--- src/rtl/dma_chunker_pkg.sv ---
package dma_chunker_pkg;

  // bytes that fit from a line offset to the line end, capped by what remains
  function automatic int unsigned chunk_bytes(int unsigned off,
                                              int unsigned line,
                                              int unsigned rem);
    int unsigned room;
    room = line - off;
    return (rem < room) ? rem : room;
  endfunction

endpackage

--- src/rtl/dma_chunk_gen.sv ---
module dma_chunk_gen #(
  parameter int ADDR_W     = 32,
  parameter int LEN_W      = 16,
  parameter int LINE_BYTES = 64,
  parameter int SID_W      = 8,
  parameter int SSID_W     = 8,
  localparam int OFF_W     = $clog2(LINE_BYTES),
  localparam int SZ_W      = OFF_W + 1
) (
  input  logic              clk,
  input  logic              rst_n,
  input  logic              start,
  input  logic [ADDR_W-1:0] st_addr,
  input  logic [LEN_W-1:0]  st_len,
  input  logic              st_write,
  input  logic [SID_W-1:0]  st_sid,
  input  logic [SSID_W-1:0] st_ssid,
  input  logic              fire,
  output logic              active,
  output logic [ADDR_W-1:0] c_addr,
  output logic [SZ_W-1:0]   c_size,
  output logic [LEN_W-1:0]  c_doff,
  output logic              c_write,
  output logic [SID_W-1:0]  c_sid,
  output logic [SSID_W-1:0] c_ssid,
  output logic              last_fire,
  output logic [LEN_W-1:0]  chunk_total
);

  logic [ADDR_W-1:0] addr_q;
  logic [LEN_W-1:0]  rem_q, doff_q, nchunk_q;
  logic              is_last;

  always_comb begin
    c_size  = SZ_W'(dma_chunker_pkg::chunk_bytes(32'(addr_q[OFF_W-1:0]),
                                                 LINE_BYTES, 32'(rem_q)));
    is_last = (LEN_W'(c_size) == rem_q);
  end

  assign last_fire   = fire && is_last;
  assign chunk_total = nchunk_q + LEN_W'(1);
  assign c_addr      = addr_q;
  assign c_doff      = doff_q;

  always_ff @(posedge clk) begin
    if (!rst_n) begin
      active   <= 1'b0;
      addr_q   <= '0;
      rem_q    <= '0;
      doff_q   <= '0;
      nchunk_q <= '0;
      c_write  <= 1'b0;
      c_sid    <= '0;
      c_ssid   <= '0;
    end else if (start) begin
      active   <= 1'b1;
      addr_q   <= st_addr;
      rem_q    <= st_len;
      doff_q   <= '0;
      nchunk_q <= '0;
      c_write  <= st_write;
      c_sid    <= st_sid;
      c_ssid   <= st_ssid;
    end else if (fire) begin
      addr_q   <= addr_q + ADDR_W'(c_size);
      rem_q    <= rem_q - LEN_W'(c_size);
      doff_q   <= doff_q + LEN_W'(c_size);
      nchunk_q <= nchunk_q + LEN_W'(1);
      if (is_last) active <= 1'b0;
    end
  end


  addr_step_chk: assert property (@(posedge clk) disable iff (!rst_n)
    (fire && !is_last) |=> (addr_q == $past(addr_q) + ADDR_W'($past(c_size))));


  size_nonzero_chk: assert property (@(posedge clk) disable iff (!rst_n)
    active |-> (c_size != '0));

endmodule

--- src/rtl/dma_cmpl_track.sv ---
module dma_cmpl_track #(
  parameter int CNT_W = 16,
  parameter int DEPTH = 4,
  parameter int DLY_W = 8,
  localparam int PTR_W = (DEPTH > 1) ? $clog2(DEPTH) : 1,
  localparam int QC_W  = $clog2(DEPTH + 1)
) (
  input  logic             clk,
  input  logic             rst_n,
  input  logic             push,
  input  logic [CNT_W-1:0] push_total,
  input  logic             rsp,
  input  logic [DLY_W-1:0] cfg_delay,
  output logic             full,
  output logic             done
);

  logic [CNT_W-1:0] q [DEPTH];
  logic [PTR_W-1:0] wr_ptr, rd_ptr;
  logic [QC_W-1:0]  qcnt;
  logic [CNT_W+1:0] rsp_cnt;
  logic [DLY_W-1:0] timer;
  logic             pop;

  assign full = (qcnt == QC_W'(DEPTH));
  assign pop  = (qcnt != '0) && (rsp_cnt >= (CNT_W+2)'(q[rd_ptr])) && (timer == '0);

  function automatic logic [PTR_W-1:0] bump(logic [PTR_W-1:0] p);
    return (p == PTR_W'(DEPTH - 1)) ? '0 : p + PTR_W'(1);
  endfunction

  always_ff @(posedge clk) begin
    if (push) q[wr_ptr] <= push_total;
  end

  always_ff @(posedge clk) begin
    if (!rst_n) begin
      wr_ptr  <= '0;
      rd_ptr  <= '0;
      qcnt    <= '0;
      rsp_cnt <= '0;
      timer   <= '0;
      done    <= 1'b0;
    end else begin
      if (push) wr_ptr <= bump(wr_ptr);
      if (pop)  rd_ptr <= bump(rd_ptr);
      qcnt    <= qcnt + QC_W'(push) - QC_W'(pop);
      rsp_cnt <= rsp_cnt + (CNT_W+2)'(rsp)
                 - (pop ? (CNT_W+2)'(q[rd_ptr]) : '0);
      done    <= 1'b0;
      if (timer != '0) begin
        timer <= timer - DLY_W'(1);
        if (timer == DLY_W'(1)) done <= 1'b1;
      end else if (pop) begin
        if (cfg_delay == '0) done <= 1'b1;
        else                 timer <= cfg_delay;
      end
    end
  end


  push_room_chk: assert property (@(posedge clk) disable iff (!rst_n)
    push |-> (!full || pop));

endmodule

--- src/rtl/dma_chunker.sv ---
module dma_chunker #(
  parameter int ADDR_W     = 32,
  parameter int LEN_W      = 16,
  parameter int LINE_BYTES = 64,
  parameter int SID_W      = 8,
  parameter int SSID_W     = 8,
  parameter int CMD_DEPTH  = 4,
  parameter int DLY_W      = 8,
  localparam int OFF_W     = $clog2(LINE_BYTES),
  localparam int SZ_W      = OFF_W + 1,
  localparam int PEND_W    = LEN_W + 1
) (
  input  logic              clk,
  input  logic              rst_n,
  input  logic              cmd_valid,
  output logic              cmd_ready,
  input  logic              cmd_write,
  input  logic [ADDR_W-1:0] cmd_addr,
  input  logic [LEN_W-1:0]  cmd_len,
  input  logic              cmd_use_ids,
  input  logic [SID_W-1:0]  cmd_sid,
  input  logic [SSID_W-1:0] cmd_ssid,
  input  logic [SID_W-1:0]  cfg_def_sid,
  input  logic [SSID_W-1:0] cfg_def_ssid,
  input  logic [DLY_W-1:0]  cfg_done_delay,
  output logic              req_valid,
  input  logic              req_ready,
  output logic              req_write,
  output logic [ADDR_W-1:0] req_addr,
  output logic [SZ_W-1:0]   req_size,
  output logic [LEN_W-1:0]  req_doff,
  output logic [SID_W-1:0]  req_sid,
  output logic [SSID_W-1:0] req_ssid,
  input  logic              rsp_valid,
  output logic              done,
  output logic              err_zero_len,
  output logic              drained
);

  logic             accept, start, fire, gen_active, last_fire, trk_full;
  logic [LEN_W-1:0] chunk_total;
  logic [PEND_W-1:0] pend_cnt;

  assign cmd_ready = !gen_active && !trk_full;
  assign accept    = cmd_valid && cmd_ready;
  assign start     = accept && (cmd_len != '0);
  assign req_valid = gen_active;
  assign fire      = req_valid && req_ready;

  dma_chunk_gen #(
    .ADDR_W(ADDR_W), .LEN_W(LEN_W), .LINE_BYTES(LINE_BYTES),
    .SID_W(SID_W), .SSID_W(SSID_W)
  ) u_gen (
    .clk        (clk),
    .rst_n      (rst_n),
    .start      (start),
    .st_addr    (cmd_addr),
    .st_len     (cmd_len),
    .st_write   (cmd_write),
    .st_sid     (cmd_use_ids ? cmd_sid  : cfg_def_sid),
    .st_ssid    (cmd_use_ids ? cmd_ssid : cfg_def_ssid),
    .fire       (fire),
    .active     (gen_active),
    .c_addr     (req_addr),
    .c_size     (req_size),
    .c_doff     (req_doff),
    .c_write    (req_write),
    .c_sid      (req_sid),
    .c_ssid     (req_ssid),
    .last_fire  (last_fire),
    .chunk_total(chunk_total)
  );

  dma_cmpl_track #(
    .CNT_W(LEN_W), .DEPTH(CMD_DEPTH), .DLY_W(DLY_W)
  ) u_trk (
    .clk       (clk),
    .rst_n     (rst_n),
    .push      (last_fire),
    .push_total(chunk_total),
    .rsp       (rsp_valid),
    .cfg_delay (cfg_done_delay),
    .full      (trk_full),
    .done      (done)
  );

  always_ff @(posedge clk) begin
    if (!rst_n) begin
      pend_cnt     <= '0;
      err_zero_len <= 1'b0;
    end else begin
      pend_cnt     <= pend_cnt + PEND_W'(fire) - PEND_W'(rsp_valid);
      err_zero_len <= accept && (cmd_len == '0);
    end
  end

  assign drained = (pend_cnt == '0) && !gen_active;


  line_cross_chk: assert property (@(posedge clk) disable iff (!rst_n)
    req_valid |-> (32'(req_addr[OFF_W-1:0]) + 32'(req_size) <= LINE_BYTES));


  req_hold_chk: assert property (@(posedge clk) disable iff (!rst_n)
    (req_valid && !req_ready) |=> (req_valid && $stable(req_addr)
                                   && $stable(req_size) && $stable(req_doff)));


  cmd_block_chk: assert property (@(posedge clk) disable iff (!rst_n)
    req_valid |-> !cmd_ready);


  zero_quiet_chk: assert property (@(posedge clk) disable iff (!rst_n)
    err_zero_len |-> !req_valid);


  rsp_legal_chk: assert property (@(posedge clk) disable iff (!rst_n)
    rsp_valid |-> !drained);

endmodule

--- config.mk ---
export PLATFORM = sky130hd
export DESIGN_NAME = dma_chunker
export DESIGN_NICKNAME = d
export VERILOG_FILES = /design/src/rtl/dma_chunker_pkg.sv /design/src/rtl/dma_chunk_gen.sv /design/src/rtl/dma_cmpl_track.sv /design/src/rtl/dma_chunker.sv
export SDC_FILE = /design/constraint.sdc
export NUM_CORES = 1
export LEC_CHECK = 0
export ABC_CLOCK_PERIOD_IN_PS = 7740
export BUFFER_PORTS_ARGS = -buffer_cell sky130_fd_sc_hd__buf_2
export CAP_MARGIN = 30
export CORE_ASPECT_RATIO = 0.6
export CORE_MARGIN = 4
export CORE_UTILIZATION = 30
export CTS_CLUSTER_SIZE = 8
export DETAILED_ROUTE_END_ITERATION = 8
export PLACE_DENSITY = 0.46
export RECOVER_POWER = 25
export SYNTH_ARGS = -nofsm -noshare
export SYNTH_HDL_FRONTEND = slang
export SYNTH_SLANG_ARGS = --single-unit
--- constraint.sdc ---
create_clock -name clk -period 7.74 [get_ports clk]
set_input_delay 1.548 -clock clk [delete_from_list [all_inputs] [get_ports clk]]
set_output_delay 1.548 -clock clk [all_outputs]
set_load 0.01 [all_outputs]
Word level (Yosys, flattened, before mapping). Memories as Yosys holds them, arrays and structs flattened. A register that Yosys moved wholly into a read port is not among the register bits. Cells that the tools add are included.

Latch bits: 0. Memories kept: 1. Output and inout bits: 77. Bits of input ports: 95. Bits in writable memories: 64. Register bits after elaboration: 150. Bits in read-only memories: 0. Word-level logic and storage cells: 88.

Memory list: u_trk.q (depth 4, bits a word 16, rd ports 1, clocked after memory_dff 1, write ports 1, line dma_cmpl_track.sv:18) `logic [CNT_W-1:0] q [DEPTH];`.

Shifts and indexed selects: 0. Reductions and logical operators: 24. Bitwise operators: 1. Muxes and demuxes: 24. Divide/modulo/power cells: 0. Equal/unequal tests: 6. Add/subtract/negate cells: 14. Multiply operators: 0. Order comparisons: 2.

Operators with widths (number): $mux W32 (2); $mux W16 (3); $mux W8 (5); $add A32 B7 Y32 (1); $lt A16 B32 Y1 (1); $add A18 B1 Y18 (1); $ge A18 B16 Y1 (1); $sub A18 B18 Y18 (1); $add A17 B1 Y17 (1); $logic_not A17 Y1 (1); $sub A17 B1 Y17 (1); $add A16 B1 Y16 const B (1); $add A16 B7 Y16 (1); $eq A7 B16 Y1 (1); $logic_not A16 Y1 (1); $logic_not A8 Y1 (2); $reduce_bool A16 Y1 (1); $sub A16 B7 Y16 (1); $logic_and A1 B1 Y1 (9); $mux W1 (9); $eq A8 B1 Y1 const B (1); $mux W2 (4); $reduce_bool A8 Y1 (1); $sub A7 B6 Y8 const A (1); 14 further kinds (20).

Depth between registers and ports, before layout. Gate-level depths: netlist of run 1.

Depth after elaboration: 7. Mapped depth: 23.

Cells and area by module. Synthesis of run 1 repeated with hierarchy kept, for this count alone.

Cell total of the unflattened synthesis: 1357. Area, all modules: 12764.7 µm².

Modules (own cells, without submodules): dma_chunk_gen (cells each 712, times used 1, area each 5824.3 µm², sequential area each 1961.9 µm²); dma_cmpl_track (cells each 429, times used 1, area each 5159.9 µm², sequential area each 2642.5 µm²); dma_chunker (cells each 216, times used 1, area each 1780.5 µm², sequential area each 360.3 µm²).

Worst setup path after synthesis of run 1. Ideal clock, no wire load.

Kind: register -> register. From: register with a tool-made name. To: register u_trk.rsp_cnt[16]. Period minus slack after synthesis: 5.690 ns. Setup time: 0.128 ns. Stages on the path, launching flop included: 24. Setup slack: 2.050 ns. Data arrival time: 5.563 ns. Cells stage by stage: dfxtp_1 > clkbuf_1 > clkbuf_1 > mux4_2 > inv_1 > ha_1 > o21a_1 > nor2_1 > o31ai_1 > nand3_1 > a21oi_1 > clkbuf_1 > and2_1 > ha_1 > inv_1 > ha_1 > fa_1 > a211oi_1 > nor2_1 > a311o_1 > o41a_1 > a311oi_1 > xor2_1 > nor2_1.

RTL lines: end signal: assignment (line dma_cmpl_track.sv:48) `rsp_cnt <= rsp_cnt + (CNT_W+2)'(rsp)`; end: declaration (line dma_cmpl_track.sv:21) `logic [CNT_W+1:0] rsp_cnt;`.

==> qor.yml, run 1 <==
outcome:
  outcome: "completed"
timing:
  slew_violations: 0
  whs_ps: 458
  fin_crit_ps: 5710
  setup_viol: 0
  tightest_slew_ps: 879
  setup_tns_ps: 0
  slew_headroom: 0.414
  rsz0062_at_grt: "no"
  hold_violations: 0
  fmax_mhz: 175
  fin_skew_ps: 15.8
  timing.final.crit_share: 0.738
yosys:
  ys_seq_elements: 216
  synthMostInstantiatedCell: "dfxtp_1"
  synth_top_family_by_area: "simple AND/OR/NAND/NOR gates"
  yosys_warnings: 0
  synth-simple-area-share: 0.171
  synth_edf_count: 64
  synth_xor_area_frac: 0.0579
  avgSynthCellArea_um2: 9.40
  synth_cell_type_count: 75
  synth_fa_ha_area_frac: 0.124
  syn-cell-area_mm2: 0.0124
  ys_seq_area_frac: 0.400
  synth_compound_area_frac: 0.150
  synthFlopType: "dfxtp_1"
  synth_area_leaders: "dfxtp_1, edfxtp_1, ha_1"
  yosys-mux-area-fraction: 0.0541
  syn_nets: 1533
  synthCells: 1319
  yosys-top-cells-count: "dfxtp_1, nor2_1, ha_1, nand2_1, a21oi_1"
  yosysTopAreaCell: "dfxtp_1"
  synth.top_cell.area_share: 0.245
  synthArstFlopShare: 0
worst_setup_path:
  crit_chain: "buf_8 -> mux4_2 -> inv_1 -> ha_1 -> nand4_1 -> nor2_1 -> nand2_1 -> a41o_1 -> a21oi_2 -> buf_4 -> nand2_1 -> ha_1 -> ha_1 -> a211oi_1 -> nor2_1 -> a311o_1 -> o41a_1 -> a311oi_1 -> xor2_1 -> nor2_1"
  slowest_delay_ps: 770
  arrival_ps: 6140
  crit_path_end_kind: "flip-flop"
  critPathRequiredTime_ps: 8170
  worst-path-max-fanout: 13
  crit_path_start_kind: "flip-flop"
  crit_slowest_cell: "dfxtp_1"
  worstSetupPathType: "reg2reg"
drt:
  vias_per_cell: 4.94
  drc: 0
  vias: 10000
  drtIter0Drc: 627
  drt-wirelength-per-cell_um: 16.8
  postRouteAntennaNets: 0
  drt_wl_total_mm: 34.1
  first_pass_iters: 5
placement:
  gp_congestion: 0.786
  hpwl_mm: 25.0
  post_dp_cell_area_mm2: 0.0138
  io_buffers: 171
final_layout:
  area_growth_pct: 18.3
  final_nets: 1698
  post-route-util: 0.361
  drive_above_1_share: 0.151
  fin_area_mm2: 0.0147
  multiInputGateArea_mm2: 0.00691
  regArea_mm2: 0.00496
  fillCellCount: 4172
pwr:
  power_density_mw_per_mm2: 311
  power_frac_seq: 0.307
  p_sw_frac: 0.368
  ir_drop_v: 0.000155
  combPwrFrac: 0.418
  p_clk_frac: 0.275
  p_int_mw: 2.89
  p_leak_nw: 5.98
  power_mw: 4.57
  p_switching_mw: 1.68
cts:
  clock_path_buffers: 3
  cts_made_buffers: 31
  htreeDepth: 1
  cts_resized: 0
  clk_latency_ps: 550
  postCtsHoldBufs: 0
  post_cts_buffers: 0
  clkTransAtPathRegs_ps: 50
  cts_tree: "yes"
  cts_root_buf: "clkbuf_16"
  cts_num_sinks: 216
floorplanning:
  pin_count: 172
  rows: 57
  die_h_um: 165
  die_area_mm2: 0.0447
  die_w_um: 270
  start_util: 0.305
  core_area_mm2: 0.0407
global_routing:
  gr-usage-all-layers: 0.151
  grt_pass1_vias: 9724
  grt_max_degree: 81
  antenna_found_initial: 2
  grt_overflow_total: 0
  grt_pass1_wl_mm: 54.6
min_path:
  hp-class: "reg2reg"
flow_run:
  cap_violations: 0
routing by layer:
layer,track usage,routed length [µm]
met5,0,0
met4,0.0318,653
met3,0.0277,1490
met2,0.215,13300
met1,0.235,18600
sequential cells by signal (all words and copies together) (netlist names), named ones only:
register and count:
u_trk.wr_ptr 2, u_trk.rsp_cnt 18, u_trk.timer 8, pend_cnt 17, u_gen.rem_q 16, u_gen.nchunk_q 16, u_gen.active 1, u_trk.done 1
err_zero_len 1, u_trk.qcnt 3, u_trk.q 64, u_trk.rd_ptr 2, u_gen.c_write 1, u_gen.c_doff 16, u_gen.c_addr 32, u_gen.c_sid 8
u_gen.c_ssid 8
cells by family (layout without fill, tap and decap cells):
group | count (synthesis) | in the layout
simple gates | 437 | 437
mux | 46 | 46
flops | 216 | 216
fa+ha+maj | 119 | 119
xor+xnor | 82 | 82
buf+inv | 135 | 313
other cells | 0 | 2
compound gates | 284 | 284
power by group through the flow:
stage                     clock network (mW)  registers [mW]  logic, mW
after floorplan                            0            1.39       1.47
after global placement                     0            1.42       1.89
after detailed placement                   0            1.42       1.89
after CTS                               1.31            1.40       1.91
after global routing                    1.35            1.41       2.18
final                                   1.26            1.40       1.91
final cells by class:
cell class | count | share of cell area
multi-input combinational | 968 | 0.471
tap | 531 | 0.0453
antenna | 2 | 0.000341
sequential | 216 | 0.339
inverter | 85 | 0.0218
timing repair buffer | 182 | 0.0637
clock buffer | 45 | 0.0572
clock inverter | 1 | 0.00205
cells in the final DEF (no fill, tap or decap), types with 43 or more instances in the layout:
| master | Yosys | final |
|---|---|---|
| ha_1 | 113 | 113 |
| nand3_1 | 43 | 43 |
| inv_1 | 79 | 79 |
| nor2_1 | 135 | 135 |
| xnor2_1 | 51 | 51 |
| a21oi_1 | 94 | 93 |
| buf_2 | 0 | 146 |
| dfxtp_1 | 152 | 152 |
| edfxtp_1 | 64 | 64 |
| nand2_1 | 105 | 105 |
per-stage QoR:
| step | setup slack (ps) | std cells |
|---|---|---|
| after floorplan | 2050 | 1319 |
| after global placement | 1850 | 1980 |
| after detailed placement | 1980 | 1981 |
| after CTS | 1920 | 2027 |
| after global routing | 1540 | 2030 |
| final | 2030 | 2030 |
worst max-delay path, delay by kind of cell, from the launching register on:
| kind | cells | cell delay [ps] |
|---|---|---|
| AO/OA/AOI/OAI | 6 | 2070 |
| adder cells (fa/ha/maj) | 3 | 790 |
| flip-flops | 1 | 770 |
| AND/OR/NAND/NOR | 6 | 630 |
| buffers and inverters | 3 | 620 |
| multiplexers | 1 | 550 |
| XOR/XNOR | 1 | 170 |
worst paths after layout:
check                     start                end  slack (ps)  depth (start not counted)
setup / recovery      flip-flop  u_trk.rsp_cnt[16]        2030                         20
hold / removal    u_gen.c_write      u_gen.c_write         460                          2
setup reg to reg      flip-flop  u_trk.rsp_cnt[16]        2030                         20
hold reg to reg   u_gen.c_write      u_gen.c_write         460                          2
Note: power is estimated with default switching activity, not from simulation.
==> run 2: changes to the inputs <==
--- a/config.mk
+++ b/config.mk
@@ -5,7 +5,7 @@
 export SDC_FILE = /design/constraint.sdc
 export NUM_CORES = 1
 export LEC_CHECK = 0
-export ABC_CLOCK_PERIOD_IN_PS = 7740
+export ABC_CLOCK_PERIOD_IN_PS = 4800
 export BUFFER_PORTS_ARGS = -buffer_cell sky130_fd_sc_hd__buf_2
 export CAP_MARGIN = 30
 export CORE_ASPECT_RATIO = 0.6
@@ -13,7 +13,7 @@
 export CORE_UTILIZATION = 30
 export CTS_CLUSTER_SIZE = 8
 export DETAILED_ROUTE_END_ITERATION = 8
-export PLACE_DENSITY = 0.46
+export PLACE_DENSITY = 0.48
 export RECOVER_POWER = 25
 export SYNTH_ARGS = -nofsm -noshare
 export SYNTH_HDL_FRONTEND = slang
==> constraint.sdc (replaced) <==
create_clock -name clk -period 4.8 [get_ports clk]
set_input_delay 0.96 -clock clk [delete_from_list [all_inputs] [get_ports clk]]
set_output_delay 0.96 -clock clk [all_outputs]
set_load 0.01 [all_outputs]
==> run 2 against run 1 <==
Against the previous run:
- clock-buffer cell count shrank 2
- sequential power grew 61%
- die area is the same
- combinational power grew 73%
- setup slack lost 1900 ps
- utilization grew 0.95 points
- fmax grew 21%
- non-clock buffer count grew 36
- critical path depth grew 1
- highest routed layer unchanged
==> qor.yml, run 2 (synthesized netlist as in run 1, its figures left out) <==
outcome:
  outcome: "completed"
floorplanning:
  pin_count: 172  # unchanged
  die_h_um: 165  # unchanged
  core_area_mm2: 0.0407  # unchanged
  rows: 57  # unchanged
  die_w_um: 270  # unchanged
  start_util: 0.305  # unchanged
  die_area_mm2: 0.0447  # unchanged
placement:
  gp_congestion: 0.801  # +1.9%
  hpwl_mm: 24.8  # -0.62%
  place_ws_ps: -97.3  # -2080 ps
  io_buffers: 171  # unchanged
  post_dp_cell_area_mm2: 0.0141  # +2.3%
  dp.cells: 2014  # +1.7%
cts:
  postCtsHoldBufs: 0  # unchanged
  htreeDepth: 1  # unchanged
  cts_num_sinks: 216  # unchanged
  cts_root_buf: "clkbuf_16"
  clk_latency_ps: 560  # about the same
  cts_tree: "yes"
  clock_path_buffers: 3  # unchanged
  clkTransAtPathRegs_ps: 60  # about the same
  cts_made_buffers: 30  # -3.2%
global_routing:
  grt_pass1_vias: 9704  # -0.21%
  grt_pass1_wl_mm: 54.2  # -0.73%
  grt_max_degree: 68  # -16%
  gr-usage-all-layers: 0.149  # -0.00180
  grt_overflow_total: 0  # unchanged
  antenna_found_initial: 1  # -1
final_layout:
  largest_reg_flops: 64  # unchanged
  drive_above_1_share: 0.177  # +0.0262
  area_growth_pct: 21.4
  fin_area_mm2: 0.0151  # +2.6%
  finalNonFillerCells: 2062  # +1.6%
  largest-register: "u_trk.q"
  most-common-layout-cells: "dfxtp_1, nor2_1, buf_2, ha_1, nand2_1"
  final_common_cell: "dfxtp_1"
  final_nets: 1733  # +2.1%
timing:
  setup_viol: 0  # unchanged
  timing.final.ws_setup_ps: 97.8  # -1930 ps
  fin_skew_ps: 18.6  # +2.81 ps
  timing.final.crit_share: 0.980  # +0.242
  hold_violations: 0  # unchanged
  slew_headroom: 0.457  # +0.0425
  tightest_slew_ps: 815  # -63.8 ps
  fmax_mhz: 213  # +21%
  fin_crit_ps: 4700  # -1010 ps
  slew_violations: 0  # unchanged
  rsz0062_at_grt: "yes"
  whs_ps: 467  # +8.87 ps
worst_setup_path:
  crit_path_start_kind: "flip-flop"
  worst-path-max-fanout: 7  # -6
  arrival_ps: 5120  # -1020 ps
  worstSetupPathType: "reg2reg"
  critPathRequiredTime_ps: 5220  # -2950 ps
  crit_path_end_kind: "flip-flop"
pwr:
  ir_drop_v: 0.000218  # +40%
  p_switching_mw: 2.79  # +66%
  combPwrFrac: 0.441  # +0.023
  p_clk_frac: 0.260  # -0.015
  power_density_mw_per_mm2: 500  # +60%
  power_frac_seq: 0.300  # -0.007
  p_int_mw: 4.73  # +64%
  p_sw_frac: 0.371  # +0.00321
  p_leak_nw: 6.10  # +2.0%
drt:
  vias: 10100  # +1.1%
  first_pass_iters: 7  # +2
  drtIter0Drc: 629  # +0.32%
  drt-wirelength-per-cell_um: 16.5  # -1.7%
  drt_wl_total_mm: 34.0  # -0.12%
  vias_per_cell: 4.91  # -0.49%
  drc: 0  # unchanged
  postRouteAntennaNets: 0  # unchanged
min_path:
  hp-class: "reg2reg"
flow_run:
  cap_violations: 0  # unchanged
run 2: worst paths after layout:
| check | start | endpoint | slack, ps | cells past startpoint |
|---|---|---|---|---|
| max | flip-flop | u_trk.rsp_cnt[16] | 100 | 21 |
| min | u_gen.c_write | u_gen.c_write | 470 | 2 |
| max reg2reg | flip-flop | u_trk.rsp_cnt[16] | 100 | 21 |
| min reg2reg | u_gen.c_write | u_gen.c_write | 470 | 2 |
run 2: critical path, cell delays in order, from the launching register on:
cell	delay [ps]
dfxtp_2	360
buf_6	160
mux4_2	580
inv_2	100
ha_4	200
a21oi_1	120
a21boi_1	80
o21bai_1	120
a41o_1	260
a21oi_4	100
and2_1	150
ha_1	260
inv_1	40
ha_2	180
fa_2	360
a211oi_2	190
nor2_1	90
a311o_1	300
o41a_1	430
a311oi_2	290
xor2_1	170
nor2_1	50
run 2: area by class of cell:
cell class,instances,area (µm²)
diodes,1,2.50
clock buffers,43,821
fillers,4111,25600
inverters,85,320
multi-input cells,968,7070
flip-flops and latches,216,4970
well taps,531,664
repair buffers,218,1210
run 2: what timing repair did:
action / 4_1_cts / 5_1_grt
pin swaps: 3 / 9
cloned: 0 / 0
endpoints found under the setup margin: 2 / 20
gates resized for setup: 2 / 24
buffers inserted: 1 / 3
run 2: metrics by stage:
step,total power [mW],TNS (ps),utilization
final,7.52,0,0.370
after global routing,8.12,-152,0.370
after CTS,7.48,0,0.368
after detailed placement,5.47,-97.3,0.347
after global placement,5.48,-12.8,0.347
after floorplan,4.64,0,-
run 2: power groups by stage:
stage | Clock (mW) | Combinational [mW] | Sequential [mW]
2_1_floorplan | 0 | 2.40 | 2.25
3_3_place_gp | 0 | 3.19 | 2.29
3_5_place_dp | 0 | 3.18 | 2.28
4_1_cts | 2.02 | 3.21 | 2.25
5_1_grt | 2.10 | 3.74 | 2.28
6_report | 1.95 | 3.31 | 2.25
run 2: per-layer routing:
layer  vias to the layer above  part of all wire  GRT usage
li1                       5160                 -          -
met1                      4735              0.56      0.239
met2                       203              0.38      0.207
met3                        34             0.044     0.0266
met4                         0             0.013     0.0247
met5                         -                 0          0
